$ cat src/rtl/acc_clr_pkg.sv
package acc_clr_pkg;
  typedef enum logic [1:0] {
    CLR_RUN   = 2'd0,
    CLR_HOLD  = 2'd1,
    CLR_PULSE = 2'd2
  } clr_kind_e;

  localparam int unsigned NUM_ACC = 2;
  localparam int unsigned IDX_FREQ = 0;
  localparam int unsigned IDX_PHASE = 1;
endpackage

$ cat src/rtl/clr_event_det.sv
module clr_event_det #(
  parameter int unsigned PROF_W = 2
) (
  input  logic              clk,
  input  logic              rst,
  input  logic              io_update,
  input  logic [PROF_W-1:0] profile,
  output logic              evt
);
  logic [PROF_W-1:0] prof_q;

  always_ff @(posedge clk) begin
    if (rst) prof_q <= '0;
    else     prof_q <= profile;
  end

  always_comb evt = io_update | (|(profile ^ prof_q));
endmodule

$ cat src/rtl/clr_select.sv
module clr_select
  import acc_clr_pkg::*;
(
  input  logic      hold_clr,
  input  logic      auto_clr,
  input  logic      evt,
  output clr_kind_e kind
);
  always_comb begin
    if (hold_clr)             kind = CLR_HOLD;
    else if (auto_clr && evt) kind = CLR_PULSE;
    else                      kind = CLR_RUN;
  end
endmodule

$ cat src/rtl/freq_accum.sv
module freq_accum
  import acc_clr_pkg::*;
#(
  parameter int unsigned ACC_W = 32
) (
  input  logic             clk,
  input  logic             rst,
  input  clr_kind_e        kind,
  input  logic             step_en,
  input  logic [ACC_W-1:0] step,
  output logic [ACC_W-1:0] acc
);
  always_ff @(posedge clk) begin
    if (rst)                   acc <= '0;
    else if (kind != CLR_RUN)  acc <= '0;
    else if (step_en)          acc <= acc + step;
  end
endmodule

$ cat src/rtl/phase_accum.sv
module phase_accum
  import acc_clr_pkg::*;
#(
  parameter int unsigned ACC_W = 32
) (
  input  logic             clk,
  input  logic             rst,
  input  clr_kind_e        kind,
  input  logic [ACC_W-1:0] base,
  input  logic [ACC_W-1:0] offs,
  output logic [ACC_W-1:0] acc
);
  logic [ACC_W-1:0] ftw_eff;

  always_comb ftw_eff = base + offs;

  always_ff @(posedge clk) begin
    if (rst)                  acc <= '0;
    else if (kind != CLR_RUN) acc <= '0;
    else                      acc <= acc + ftw_eff;
  end
endmodule

$ cat src/rtl/acc_clear_ctrl.sv
module acc_clear_ctrl
  import acc_clr_pkg::*;
#(
  parameter int unsigned ACC_W  = 32,
  parameter int unsigned PROF_W = 2
) (
  input  logic              clk,
  input  logic              rst,
  input  logic              auto_freq_clr,
  input  logic              auto_phase_clr,
  input  logic              hold_freq_clr,
  input  logic              hold_phase_clr,
  input  logic              io_update,
  input  logic [PROF_W-1:0] profile,
  input  logic              step_en,
  input  logic [ACC_W-1:0]  freq_step,
  input  logic [ACC_W-1:0]  base_ftw,
  output logic [ACC_W-1:0]  freq_acc,
  output logic [ACC_W-1:0]  phase_acc
);
  logic               evt;
  logic [NUM_ACC-1:0] hold_v;
  logic [NUM_ACC-1:0] auto_v;
  clr_kind_e          kind_v [NUM_ACC];

  always_comb begin
    hold_v[IDX_FREQ]  = hold_freq_clr;
    hold_v[IDX_PHASE] = hold_phase_clr;
    auto_v[IDX_FREQ]  = auto_freq_clr;
    auto_v[IDX_PHASE] = auto_phase_clr;
  end

  clr_event_det #(.PROF_W(PROF_W)) u_evt (
    .clk(clk), .rst(rst), .io_update(io_update), .profile(profile), .evt(evt)
  );

  for (genvar g = 0; g < NUM_ACC; g++) begin : g_sel
    clr_select u_sel (
      .hold_clr(hold_v[g]), .auto_clr(auto_v[g]), .evt(evt), .kind(kind_v[g])
    );
  end

  freq_accum #(.ACC_W(ACC_W)) u_facc (
    .clk(clk), .rst(rst), .kind(kind_v[IDX_FREQ]), .step_en(step_en),
    .step(freq_step), .acc(freq_acc)
  );

  phase_accum #(.ACC_W(ACC_W)) u_pacc (
    .clk(clk), .rst(rst), .kind(kind_v[IDX_PHASE]), .base(base_ftw),
    .offs(freq_acc), .acc(phase_acc)
  );
endmodule

$ cat config.mk
export PLATFORM = sky130hd
export DESIGN_NAME = acc_clear_ctrl
export DESIGN_NICKNAME = d
export VERILOG_FILES = /design/src/rtl/acc_clr_pkg.sv /design/src/rtl/clr_event_det.sv /design/src/rtl/clr_select.sv /design/src/rtl/freq_accum.sv /design/src/rtl/phase_accum.sv /design/src/rtl/acc_clear_ctrl.sv
export SDC_FILE = /design/constraint.sdc
export NUM_CORES = 1
export LEC_CHECK = 0
export BUFFER_PORTS_ARGS = -buffer_cell sky130_fd_sc_hd__buf_4
export CORE_AREA = 2 2 123 125
export CTS_CLUSTER_DIAMETER = 80
export CTS_CLUSTER_SIZE = 12
export DETAILED_ROUTE_END_ITERATION = 8
export DIE_AREA = 0 0 125 127
export GPL_ROUTABILITY_DRIVEN = 0
export PLACE_DENSITY = 0.72
export SLEW_MARGIN = 20
export SYNTH_ARGS = -nofsm -noshare
export SYNTH_HDL_FRONTEND = slang
export SYNTH_SLANG_ARGS = --single-unit
$ cat constraint.sdc
create_clock -name clk -period 4.51 [get_ports clk]
set_clock_uncertainty 0.05 [all_clocks]
set_input_delay 0.451 -clock clk [delete_from_list [all_inputs] [get_ports clk]]
set_output_delay 0.451 -clock clk [all_outputs]
set_load 0.01 [all_outputs]
==> reports/results.tsv <==
metric	value	unit
outcome	finished clean	
sequence of cells on the critical path	fa_1 -> ha_1 -> fa_1 -> a21o_1 -> a21o_2 -> a211oi_4 -> o311ai_4 -> a311oi_4 -> o21ai_0 -> a21boi_1 -> xor2_1 -> nor2_1	
Hold Crit Class	primary input to flip-flop	
Num CTS Buffers	9	
Gate power share	29.3	%
post-route setup slack	0.767	ns
CTS Sinks	66	
cts repair resizes	0	
setup TNS	0	ns
RSZ-0062 raised after global routing	false	
Seq pwr share	31.5	%
post-synthesis cell type count	64	
share of post-route cells with drive strength above 1	23.0	%
leak pwr	3.63	nW
Port Buffers	137	
Yosys reg bits	66	
EDFF count, synth	0	
syn_nets	807	
vias in the first global route	5014	
Syn Inst Count	639	
Sw Share	31.0	%
Worst Hold Depth	2	
power per standard cell area	278	nW/um^2
P&R area growth vs syn	26.7	%
Final Hold Viols	0	
Worst-Skew Late Latency	0.35	ns
Fmax achieved	267	MHz
H-Tree Depth	3	
fin cells	965	
Final Cycle Share	83.0	%
R2R cell count	12	
crit path kind	flip-flop to flip-flop	
Max clock buf depth	2	
Syn Area/Cell	9.01	sq um
CTS tree	done	
Root Buffer	clkbuf_16	
vias per cell	5.33	
n_diodes	0	
gr usage total	20.2	%
most common cell after layout, fill and taps aside	buf_4	
CP Buf/Inv Count	0	
Seq/Total Area, Yosys	22.9	%
critical path launch point type	flip-flop	
ys async rst share	0	%
placed insts	949	
crit-path most repeated cell	fa_1	
drt wl/cell	16.5	um
clk slew on worst S/H paths	0.06	ns
Clk pwr share	39.2	%
DR iter-0 viols	311	
internal power	0.00140	W
Worst VDD drop	0.171	mV
Routed Antenna Nets	0	
postcts setup bufs	0	
Max Slew Vio Count	0	
maximum capacitance violations	0	
Mapped Area	5760	sq um
die width	125	um
drt total wl	15900	um
Die Area	15900	sq um
# IOs	138	
pre-CTS WS	0.694	ns
Final HPWL DP	12700	um
Initial Util	39.9	%
Least-Margin Pin Slew	1.12	ns
top_reg_cell synth	dfxtp_1	
final setup violating endpoints	0	
Core Footprint	14400	sq um
die height	127	um
final instance area	7290	sq um
WP depth	12	
CP required	4.66	ns
Crit Path Max Fanout	5	
grt total ovfl	0	
drt pass-1 iters	5	
nets	944	
top cell family by delay on the critical path	compound AO/OA/AOI/OAI gates	
yosys warns	0	
Max-slew headroom	24.7	%
initial antenna violation count	0	
max incr delay on CP	0.48	ns
slowest stage cell, crit path	dfxtp_1	
NetSw	0.000629	W
Arrival @ worst endpoint	3.89	ns
Hold-fix buffers, CTS	0	
DRC viols	0	
first-pass GRT wire length	25600	um
most frequent cells in the layout	buf_4 (139), nor2_1 (84), dfxtp_1 (66)	
Site Rows	44	
largest net degree at the start of global routing	36	
Placement Cell Area	6960	sq um
Worst Setup End Kind	flip-flop	
Final min period	3.74	ns
vias	5148	
==> logic make-up (layout without fill, tap and decap cells) <==
| kind of cell | count (synthesis) | count (layout) | synth area share (%) |
|---|---|---|---|
| fa+ha+maj | 94 | 94 | 24.7 |
| buf+inv | 31 | 173 | 2.37 |
| mux | 21 | 21 | 3.65 |
| flops | 66 | 66 | 22.9 |
| compound gates | 180 | 180 | 22.5 |
| simple gates | 196 | 196 | 16.0 |
| xor+xnor | 51 | 51 | 7.76 |
==> worst reg2reg max path, stage by stage, from the launching register on <==
cell and delay, ns:
dfxtp_1 0.48, fa_1 0.47, ha_1 0.25, fa_1 0.41
a21o_1 0.19, a21o_2 0.25, a211oi_4 0.32, o311ai_4 0.17
a311oi_4 0.36, o21ai_0 0.20, a21boi_1 0.23, xor2_1 0.17
nor2_1 0.05
==> sequential cells by signal (all words and copies together) (netlist names) <==
register and flops:
u_facc.acc 32, u_pacc.acc 32, u_evt.prof_q 2
==> power groups by stage <==
stage               Sequential (W)  Clock [W]  Combinational, W
detailed placement        0.000653          0          0.000588
global placement          0.000652          0          0.000581
CTS                       0.000640   0.000806          0.000593
global route              0.000644   0.000830          0.000656
floorplan                 0.000656          0          0.000390
finish                    0.000640   0.000796          0.000594
==> final timing paths <==
check	from	end	slack (ns)
max reg2reg	u_facc.acc[1]	u_pacc.acc[23]	0.77
min reg2reg	u_facc.acc[31]	u_facc.acc[31]	0.47
max	u_facc.acc[1]	u_pacc.acc[23]	0.77
min	rst	u_evt.prof_q[0]	0.25
==> cell type report <==
type	count	area (sq um)
clock buffer	12	256
clock inverter	4	73.8
fill	1365	7130
inverter	18	67.6
multi-input combinational	542	4300
sequential	66	1320
tap	184	230
timing repair buffer	139	1040
==> synth_stat cells (10+ instances only) <==
library cell | n | area, sq um
a21o_1 | 33 | 248
nor3_1 | 12 | 60.1
a211oi_1 | 15 | 113
nand3_1 | 13 | 65.1
dfxtp_1 | 66 | 1320
xnor2_1 | 28 | 245
mux2i_1 | 21 | 210
xor2_1 | 23 | 201
ha_1 | 61 | 763
nand2_1 | 36 | 135
inv_1 | 18 | 67.6
a21oi_1 | 44 | 220
o21bai_1 | 10 | 75.1
fa_1 | 33 | 661
o21ai_0 | 25 | 125
nor2_1 | 84 | 315
==> routing by layer <==
metal	global-route usage [%]	vias to the layer above	wire length [um]	part of all wire, %
li1	-	2597	-	-
met1	27.7	2396	7490	47
met2	32.4	129	7320	46
met3	3.10	26	690	4.3
met4	7.39	0	391	2.5
met5	0	-	0	0
==> metrics by stage <==
| stage | total power [W] | hold WS [ns] | util (%) |
|---|---|---|---|
| 2_1_floorplan | 0.00105 | 0.460 | - |
| 3_3_place_gp | 0.00123 | 0.455 | 48.3 |
| 3_5_place_dp | 0.00124 | 0.470 | 48.3 |
| 4_1_cts | 0.00204 | 0.245 | 50.6 |
| 5_1_grt | 0.00213 | 0.263 | 50.6 |
| 6_report | 0.00203 | 0.253 | 50.6 |
(Power assumes the default switching activity.)
